`config.mk`:
```
export PLATFORM = sky130hd
export DESIGN_NAME = serialCfgSlave
export DESIGN_NICKNAME = d
export VERILOG_FILES = /design/src/rtl/serialCfgPkg.sv /design/src/rtl/serialCfgSync.sv /design/src/rtl/serialCfgCtrl.sv /design/src/rtl/serialCfgDatapath.sv /design/src/rtl/serialCfgSlave.sv
export SDC_FILE = /design/constraint.sdc
export NUM_CORES = 1
export LEC_CHECK = 0
export CORE_MARGIN = 2
export CORE_UTILIZATION = 40
export CTS_CLUSTER_DIAMETER = 60
export DETAILED_ROUTE_END_ITERATION = 8
export HOLD_SLACK_MARGIN = 0.06
export PLACE_DENSITY = 0.57
export SLEW_MARGIN = 20
export SYNTH_ARGS = -nofsm -noshare
export SYNTH_HDL_FRONTEND = slang
export SYNTH_SLANG_ARGS = --single-unit
```
`constraint.sdc`:
```
create_clock -name clk -period 4.2 [get_ports clk]
set_input_delay 0.84 -clock clk [delete_from_list [all_inputs] [get_ports clk]]
set_output_delay 0.84 -clock clk [all_outputs]
set_load 0.05 [all_outputs]
```
`src/rtl/serialCfgPkg.sv`:
```
package serialCfgPkg;

  localparam logic [7:0] OPC_WREN = 8'h06;
  localparam logic [7:0] OPC_WRSR = 8'h01;
  localparam logic [7:0] OPC_RDSR = 8'h05;
  localparam logic [7:0] OPC_READ = 8'h03;

  typedef enum logic [2:0] {
    ST_OPC,
    ST_ADDR,
    ST_READ,
    ST_RSTAT,
    ST_WDATA,
    ST_WHOLD,
    ST_SKIP
  } ctrlState_t;

  typedef struct packed {
    logic loadAddr;
    logic startRead;
    logic startStatus;
    logic shiftOut;
    logic setWel;
    logic captureData;
    logic commitStatus;
  } ctrlStrobe_t;

endpackage

```
`src/rtl/serialCfgSync.sv`:
```
module serialCfgSync #(
  parameter int WIDTH = 1,
  parameter int STAGES = 2,
  parameter logic [WIDTH-1:0] RST_VAL = '0
) (
  input  logic             clk,
  input  logic             rstN,
  input  logic [WIDTH-1:0] din,
  output logic [WIDTH-1:0] dout
);

  logic [STAGES-1:0][WIDTH-1:0] stg;

  always_ff @(posedge clk or negedge rstN) begin
    if (!rstN) stg <= {STAGES{RST_VAL}};
    else       stg <= {stg[STAGES-2:0], din};
  end

  assign dout = stg[STAGES-1];

endmodule

```
`src/rtl/serialCfgCtrl.sv`:
```
module serialCfgCtrl
  import serialCfgPkg::*;
(
  input  logic        clk,
  input  logic        rstN,
  input  logic        csHigh,
  input  logic        csRiseEv,
  input  logic        riseEv,
  input  logic        fallEv,
  input  logic        byteDone,
  input  logic [7:0]  rxByte,
  input  logic        wip,
  input  logic        wel,
  output ctrlStrobe_t strobe
);

  ctrlState_t state, stateNext;
  logic [1:0] addrCnt, addrCntNext;

  always_comb begin
    strobe      = '0;
    stateNext   = state;
    addrCntNext = addrCnt;
    if (csHigh) begin
      stateNext   = ST_OPC;
      addrCntNext = 2'd0;
      if (state == ST_WHOLD && csRiseEv && wel) strobe.commitStatus = 1'b1;
    end else begin
      unique case (state)
        ST_OPC: begin
          if (byteDone) begin
            if (wip && rxByte != OPC_RDSR) begin
              stateNext = ST_SKIP;
            end else begin
              unique case (rxByte)
                OPC_WREN: begin
                  strobe.setWel = 1'b1;
                  stateNext     = ST_SKIP;
                end
                OPC_WRSR: stateNext = wel ? ST_WDATA : ST_SKIP;
                OPC_RDSR: begin
                  strobe.startStatus = 1'b1;
                  stateNext          = ST_RSTAT;
                end
                OPC_READ: begin
                  addrCntNext = 2'd0;
                  stateNext   = ST_ADDR;
                end
                default: stateNext = ST_SKIP;
              endcase
            end
          end
        end
        ST_ADDR: begin
          if (byteDone) begin
            strobe.loadAddr = 1'b1;
            if (addrCnt == 2'd2) begin
              strobe.startRead = 1'b1;
              stateNext        = ST_READ;
            end else begin
              addrCntNext = addrCnt + 2'd1;
            end
          end
        end
        ST_READ, ST_RSTAT: strobe.shiftOut = fallEv;
        ST_WDATA: begin
          if (byteDone) begin
            strobe.captureData = 1'b1;
            stateNext          = ST_WHOLD;
          end
        end
        ST_WHOLD: if (riseEv) stateNext = ST_SKIP;
        default: ;
      endcase
    end
  end

  always_ff @(posedge clk or negedge rstN) begin
    if (!rstN) begin
      state   <= ST_OPC;
      addrCnt <= 2'd0;
    end else begin
      state   <= stateNext;
      addrCnt <= addrCntNext;
    end
  end

endmodule

```
`src/rtl/serialCfgDatapath.sv`:
```
module serialCfgDatapath
  import serialCfgPkg::*;
#(
  parameter int MEM_DEPTH = 64,
  parameter int MEM_SEED = 8'hA5,
  parameter int BP_W = 3,
  parameter int BUSY_CYCLES = 250000,
  parameter int SYNC_STAGES = 2
) (
  input  logic              clk,
  input  logic              rstN,
  input  logic              csN,
  input  logic              sclk,
  input  logic              sdi,
  input  ctrlStrobe_t       strobe,
  output logic              csHigh,
  output logic              csRiseEv,
  output logic              riseEv,
  output logic              fallEv,
  output logic              byteDone,
  output logic [7:0]        rxByte,
  output logic              wip,
  output logic              wel,
  output logic [BP_W-1:0]   bp,
  output logic              sdo,
  output logic              sdoOe
);

  localparam int ADDR_W = $clog2(MEM_DEPTH);
  localparam int BUSY_W = $clog2(BUSY_CYCLES + 1);
  localparam int BP_LSB = 2;

  function automatic logic [7:0] romByte(input logic [ADDR_W-1:0] idx);
    logic [31:0] t;
    t = 32'(idx) * 32'd29 + 32'(MEM_SEED);
    return t[7:0];
  endfunction

  logic       csS, sclkS, sdiS;
  logic       csPrev, sclkPrev;

  serialCfgSync #(.WIDTH(3), .STAGES(SYNC_STAGES), .RST_VAL(3'b100)) u_sync (
    .clk(clk), .rstN(rstN), .din({csN, sclk, sdi}), .dout({csS, sclkS, sdiS})
  );

  always_ff @(posedge clk or negedge rstN) begin
    if (!rstN) begin
      csPrev   <= 1'b1;
      sclkPrev <= 1'b0;
    end else begin
      csPrev   <= csS;
      sclkPrev <= sclkS;
    end
  end

  assign csHigh   = csS;
  assign csRiseEv = csS & ~csPrev;
  assign riseEv   = ~csS & sclkS & ~sclkPrev;
  assign fallEv   = ~csS & ~sclkS & sclkPrev;

  // receive shifter
  logic [2:0] bitCnt;
  logic [7:0] shiftIn;

  always_ff @(posedge clk or negedge rstN) begin
    if (!rstN) begin
      bitCnt  <= 3'd0;
      shiftIn <= 8'd0;
    end else if (csS) begin
      bitCnt <= 3'd0;
    end else if (riseEv) begin
      bitCnt  <= bitCnt + 3'd1;
      shiftIn <= {shiftIn[6:0], sdiS};
    end
  end

  assign rxByte   = {shiftIn[6:0], sdiS};
  assign byteDone = riseEv && (bitCnt == 3'd7);

  // address assembly
  logic [15:0]       addrAsm;
  logic [ADDR_W-1:0] startIdx;

  always_ff @(posedge clk or negedge rstN) begin
    if (!rstN)               addrAsm <= 16'd0;
    else if (strobe.loadAddr) addrAsm <= {addrAsm[7:0], rxByte};
  end

  assign startIdx = ADDR_W'({addrAsm, rxByte});

  // status register
  logic [BUSY_W-1:0] busyCnt;
  logic [BP_W-1:0]   dataHold;
  logic              welReg;
  logic [BP_W-1:0]   bpReg;
  logic [7:0]        statusByte;

  always_ff @(posedge clk or negedge rstN) begin
    if (!rstN) begin
      busyCnt  <= '0;
      dataHold <= '0;
      welReg   <= 1'b0;
      bpReg    <= '0;
    end else begin
      if (strobe.captureData) dataHold <= rxByte[BP_LSB +: BP_W];
      if (strobe.commitStatus) begin
        bpReg   <= dataHold;
        busyCnt <= BUSY_W'(BUSY_CYCLES);
      end else if (busyCnt != '0) begin
        busyCnt <= busyCnt - 1'b1;
        if (busyCnt == BUSY_W'(1)) welReg <= 1'b0;
      end
      if (strobe.setWel) welReg <= 1'b1;
    end
  end

  assign wip = (busyCnt != '0);
  assign wel = welReg;
  assign bp  = bpReg;

  always_comb begin
    statusByte                   = 8'd0;
    statusByte[BP_LSB +: BP_W]   = bpReg;
    statusByte[1]                = welReg;
    statusByte[0]                = wip;
  end

  // transmit shifter
  logic [7:0]        outByte;
  logic [2:0]        outCnt;
  logic [ADDR_W-1:0] readPtr;
  logic              srcStatus;
  logic              sdoReg, oeReg;

  always_ff @(posedge clk or negedge rstN) begin
    if (!rstN) begin
      outByte   <= 8'd0;
      outCnt    <= 3'd0;
      readPtr   <= '0;
      srcStatus <= 1'b0;
      sdoReg    <= 1'b0;
      oeReg     <= 1'b0;
    end else begin
      if (csS) oeReg <= 1'b0;
      if (strobe.startRead) begin
        readPtr   <= startIdx;
        outByte   <= romByte(startIdx);
        outCnt    <= 3'd0;
        srcStatus <= 1'b0;
      end else if (strobe.startStatus) begin
        outByte   <= statusByte;
        outCnt    <= 3'd0;
        srcStatus <= 1'b1;
      end else if (strobe.shiftOut) begin
        sdoReg <= outByte[3'd7 - outCnt];
        oeReg  <= 1'b1;
        outCnt <= outCnt + 3'd1;
        if (outCnt == 3'd7) begin
          if (srcStatus) begin
            outByte <= statusByte;
          end else begin
            readPtr <= readPtr + 1'b1;
            outByte <= romByte(readPtr + 1'b1);
          end
        end
      end
    end
  end

  assign sdo   = sdoReg;
  assign sdoOe = oeReg;

endmodule

```
`src/rtl/serialCfgSlave.sv`:
```
module serialCfgSlave
  import serialCfgPkg::*;
#(
  parameter int MEM_DEPTH = 64,
  parameter int MEM_SEED = 8'hA5,
  parameter int BP_W = 3,
  parameter int BUSY_CYCLES = 250000,
  parameter int SYNC_STAGES = 2
) (
  input  logic clk,
  input  logic rstN,
  input  logic csN,
  input  logic sclk,
  input  logic sdi,
  output logic sdo,
  output logic sdoOe
);

  ctrlStrobe_t     ctrlStb;
  logic            csHighS, csRiseS, riseS, fallS, byteDoneS;
  logic [7:0]      rxByteS;
  logic            wipS, welS;
  logic [BP_W-1:0] bpS;

  serialCfgCtrl u_ctrl (
    .clk(clk), .rstN(rstN), .csHigh(csHighS), .csRiseEv(csRiseS),
    .riseEv(riseS), .fallEv(fallS), .byteDone(byteDoneS), .rxByte(rxByteS),
    .wip(wipS), .wel(welS), .strobe(ctrlStb)
  );

  serialCfgDatapath #(
    .MEM_DEPTH(MEM_DEPTH), .MEM_SEED(MEM_SEED), .BP_W(BP_W),
    .BUSY_CYCLES(BUSY_CYCLES), .SYNC_STAGES(SYNC_STAGES)
  ) u_dp (
    .clk(clk), .rstN(rstN), .csN(csN), .sclk(sclk), .sdi(sdi),
    .strobe(ctrlStb), .csHigh(csHighS), .csRiseEv(csRiseS), .riseEv(riseS),
    .fallEv(fallS), .byteDone(byteDoneS), .rxByte(rxByteS), .wip(wipS),
    .wel(welS), .bp(bpS), .sdo(sdo), .sdoOe(sdoOe)
  );

endmodule

```
-- Yosys cells after proc, flatten, opt, wreduce, memory -nomap -nowiden
Index checks and enable logic that the tools add are counted.
- bits in registers: 68
- bits in latches: 0
- memory bits (writable): 0
- ROM bits: 0
- input port bits: 5
- memories kept: 0
- add/subtract/negate cells: 8
- multiply operators: 2
- div/mod/pow operators: 0
- order comparisons: 1
- equality and inequality tests: 25
- shifts and indexed selects: 0
- mux-type cells: 63
- bitwise gates (word level): 11
- reduce and logical (&&, ||, !) cells: 25
- operator list (cell ; count):
    $mux 8 ; 5
    $mux 18 ; 2
    $mux 3 ; 12
    $mux 6 ; 5
    $mux 1 ; 27
    $eq 18x1->1 const B ; 1
    $ne 3x2->1 const B ; 6
    $reduce_bool 18->1 ; 1
    $sub 18x1->18 const B ; 1
    $add 8x8->8 const B ; 2
    $eq 8x3->1 const B ; 2
    $mul 6x5->8 const B ; 2
    $mux 2 ; 7
    $reduce_bool 2->1 ; 7
    $eq 3x3->1 const B ; 4
    $pmux 3 s4 ; 1
    $reduce_and 6->1 ; 2
    $pmux 3 s3 ; 1
    $reduce_bool 3->1 ; 3
    $eq 8x1->1 const B ; 1
    $eq 8x2->1 const B ; 1
    $ne 8x3->1 const B ; 1
    $add 3x1->3 const B ; 2
    $add 6x1->6 const B ; 1
    other kinds (21) ; 38

-- Logic depth before layout (Yosys ltp)
- depth in word-level cells: 10
- depth in mapped cells: 14
- mapped depth without buffers: 13

-- Hierarchy
From an unflattened synthesis, not the netlist that was laid out.
- cell total of the unflattened synthesis: 432
- area total of the unflattened synthesis: 4405.5 µm²
- modules (own cells, without submodules) (module ; times used ; cells each ; area each (µm²) ; seq. area each (µm²)):
    serialCfgDatapath ; 1 ; 364 ; 3712.3 ; 1427.6
    serialCfgCtrl ; 1 ; 59 ; 518.0 ; 125.1
    serialCfgSync ; 1 ; 9 ; 175.2 ; 152.6

-- Least setup slack after synthesis
OpenSTA, ideal clock, no wires.
- path type: reg2reg
- start point: register u_dp.readPtr[0]
- end point: register u_dp.outByte[7]
- data arrival time: 3315 ps
- slack: 759 ps
- cell stages (with the launch flop): 15
- path buffers: 1
- period minus slack after synthesis: 3441 ps
- cells stage by stage: dfrtp_1 clkbuf_1 inv_1 ha_1 xnor2_1 xnor2_1 fa_1 inv_1 ha_1 ha_1 a31oi_1 o21ai_0 xnor2_1 xnor2_1 o21ai_1
- word-level cells in the longest chain between the ends: 8
- RTL lines (item ; RTL line ; source):
    from (decl) ; serialCfgDatapath.sv:131 ; logic [ADDR_W-1:0] readPtr;
    from (signal assigned) ; serialCfgDatapath.sv:146 ; readPtr <= startIdx;
    from (signal assigned) ; serialCfgDatapath.sv:162 ; readPtr <= readPtr + 1'b1;
    $add 6x1->6 ; serialCfgDatapath.sv:163 ; outByte <= romByte(readPtr + 1'b1);
    $mul 6x5->8 ; serialCfgDatapath.sv:35 ; t = 32'(idx) * 32'd29 + 32'(MEM_SEED);
    $add 8x8->8 ; serialCfgDatapath.sv:35 ;
    $mux 8 ; serialCfgDatapath.sv:159 ; if (srcStatus) begin
    $mux 8 ; serialCfgDatapath.sv:158 ; if (outCnt == 3'd7) begin
    $mux 8 ; serialCfgDatapath.sv:154 ; end else if (strobe.shiftOut) begin
    $mux 8 ; serialCfgDatapath.sv:150 ; end else if (strobe.startStatus) begin
    $mux 8 ; serialCfgDatapath.sv:145 ; if (strobe.startRead) begin
    to (signal assigned) ; serialCfgDatapath.sv:147 ; outByte <= romByte(startIdx);
    to (signal assigned) ; serialCfgDatapath.sv:151 ; outByte <= statusByte;
    to (signal assigned) ; serialCfgDatapath.sv:160 ; outByte <= statusByte;
    to (decl) ; serialCfgDatapath.sv:129 ; logic [7:0] outByte;
No other way between the ends. The select of a mux whose other input is x is not followed.
A chain may end at the register's enable or synchronous reset.

-- Worst setup path after layout
Same ends and word-level chain as after synthesis.

==> metrics <==
status=complete, no violations; Clock Latency Late Sink=~0.34 ns; power density over cell area=381 nW/um^2; filler instances=973; clk buf depth=2; IR drop worst, VDD=0.153 mV; crit path kind=flip-flop to flip-flop; period utilization=between 80 and 90%; Mapped Nets=490; Area Growth Syn to Fin=8.88%; Setup TNS Final=0 ns; cts bufs inserted=9; CP max FO=8; most frequent cell after synthesis=dfrtp_1; clock slew at reported path FFs=0.08 ns; drt drc=0; Gates resized, CTS repair=0; GPL Wtd Cong=0.874; post-route core utilization=45.2%; final WL=8910 um; Die Span Y=108 um; clock sinks=between 60 and 70; Warnings, synthesis=0; Synth Register Bits=roughly 70; Seq/Total Area, Yosys=39.4%; share of cells above drive strength 1=roughly 8%; grt ovf=0; Die W=~110 um; Pre-antenna DRT Iters=5; synthesized area per cell=9.90 um^2; slew at the pin closest to its max-slew limit=0.807 ns; setup ws final=0.513 ns; initial antenna violation count=0; Worst Hold Class=flip-flop to flip-flop; hold_buf cts=0; ANT cells=0; clk_skew=0.0109 ns; port bufs=6; Crit. End Element=flip-flop; P_leak=2.23 nW; fin. max-slew vios=0; final setup violation count=0; max-cap check violation count=0; vias per inst=5.27; CTS HTree Levels=3; # IOs=7; fin crit period=3.69 ns; Initial Util=41.5%; Placeable Area=10,400 um^2; row cnt=37; biggest area consumer among synthesized cells=dfrtp_1; unrepaired setup endpoints after global routing=no; Required @ worst endpoint=4.42 ns; post-synthesis instance total=437; final net count=a little under 500; Starting DRT DRC Count=205; via count=3,078; worst rel slew slack=46.0%; global-route wire length before repair=15,700 um; via count of the first global-routing pass=3,183; fmax=0.271 GHz; WL/cell=15.3 um; DP Worst Slack=0.542 ns; Detailed Place HPWL=6620 um; root buffer cell=clkbuf_8; top-area cell type share of the netlist area=37.6%; largest net degree at the start of global routing=26; Final ANT Viol Nets=0; synthesized cell area=around 4300 um^2; unique cell type count in the Yosys netlist=55; Setup Fix Bufs, Post-CTS=0; CTS tree=built; EDFF count, synth=0; Hold Vio Cnt, Final=0; Synth area leaders=dfrtp_1 (38%), ha_1 (11%), xnor2_1 (6.7%), fa_1 (4.6%), nand2_1 (4.2%); Worst EP arrival=3.90 ns; ys flop type=dfrtp_1; DIE AREA=11,700 um^2; asr flop ratio synth=100%; global-route usage over all layers=17.3%; Post-synth top cells=dfrtp_1 (65), nand2_1 (48), nor2_1 (42), ha_1 (38), xnor2_1 (33); CP Launch Type=flip-flop; Worst Hold Slack=between 0.3 and 0.4 ns
==> logic make-up after synthesis <==
logic type / after synthesis / synth area share [%]
AND/OR/NAND/NOR: 149 / 17.8
AO/OA/AOI/OAI: 77 / 11.2
flip-flops: 68 / 39.4
adder cells (fa/ha/maj): 48 / 15.6
XOR/XNOR: 43 / 8.71
buffers and inverters: 40 / 3.62
multiplexers: 12 / 3.56
==> where the power goes <==
group	internal (mW)	switching [mW]
combinational	0.229	0.291
sequential	0.682	0.0479
clock	0.290	0.251
total	1.20	0.591
==> worst paths after layout <==
check                      cells past startpoint                  end                from  slack (ns)
setup / recovery                              13      u_dp.outByte[7]     u_dp.readPtr[0]        0.51
hold / removal                                 0  u_dp.u_sync.dout[1]  u_dp.u_sync.stg[1]        0.35
setup reg to reg                              13      u_dp.outByte[7]     u_dp.readPtr[0]        0.51
hold reg to reg                                0  u_dp.u_sync.dout[1]  u_dp.u_sync.stg[1]        0.35
max in group asynchronous                      2   u_dp.u_sync.stg[2]                rstN        2.94
min in group asynchronous                      1   u_dp.u_sync.stg[0]                rstN        0.50
==> layout make-up <==
type	count	area [um^2]	share of cell area, %
multi-input combinational	329	2460	52.3
sequential	68	1710	36.2
tap	136	170	3.61
clock buffer	12	145	3.08
inverter	26	97.6	2.07
timing repair buffer	9	77.6	1.65
clock inverter	4	50.0	1.06
==> metal layers <==
layer / track usage, % / up-vias / part of all wire (%)
li1: - / 1538 / -
met3: 3.80 / 9 / 3.2
met2: 28.4 / 57 / 47
met4: 5.31 / 0 / 1.3
met5: 0 / - / 0
met1: 22.8 / 1474 / 48
==> flip-flops by register name, summed over array words and instances (netlist names) <==
| signal | cells |
|---|---|
| u_dp.busyCnt | 18 |
| u_dp.outByte | 8 |
| u_dp.shiftIn | 7 |
| u_dp.readPtr | 6 |
| u_ctrl.state | 3 |
| u_dp.bitCnt | 3 |
| u_dp.bp | 3 |
| u_dp.dataHold | 3 |
| u_dp.outCnt | 3 |
| u_dp.u_sync.dout | 3 |
| u_dp.u_sync.stg | 3 |
| u_ctrl.addrCnt | 2 |
| u_dp.csPrev | 1 |
| u_dp.sclkPrev | 1 |
| u_dp.sdo | 1 |
| u_dp.sdoOe | 1 |
| u_dp.srcStatus | 1 |
| u_dp.wel | 1 |
==> per-stage QoR <==
stage          instance area, um^2  cells  total power [mW]
2_1_floorplan                 4330    437              1.12
3_3_place_gp                  4510    568              1.27
3_5_place_dp                  4510    568              1.27
4_1_cts                       4710    584              1.82
5_1_grt                       4710    584              1.92
6_report                      4710    584              1.79
==> cells in the final DEF (no fill, tap or decap), drive strengths merged, types with 6 or more instances in the layout <==
cell type	Yosys	layout
dfrtp	65	65
a31oi	6	6
a21oi	19	19
inv	26	26
and3	6	6
xnor2	33	33
nand2	48	48
o21ai	23	23
nor4	7	7
xor2	10	10
nand3	13	13
clkbuf	9	12
fa	10	10
nor2	42	42
mux2	7	7
nor3	8	8
ha	38	38
==> worst max-delay path, cell delays in order, from the launching register on <==
cell,delay [ns]
dfrtp_1,0.48
ha_1,0.31
xnor2_1,0.36
inv_1,0.13
xnor2_1,0.16
ha_1,0.30
ha_1,0.32
fa_1,0.50
ha_1,0.35
a21oi_1,0.14
o21ai_0,0.11
xnor2_1,0.18
xnor2_1,0.13
o21ai_1,0.09
(Power assumes the default switching activity.)
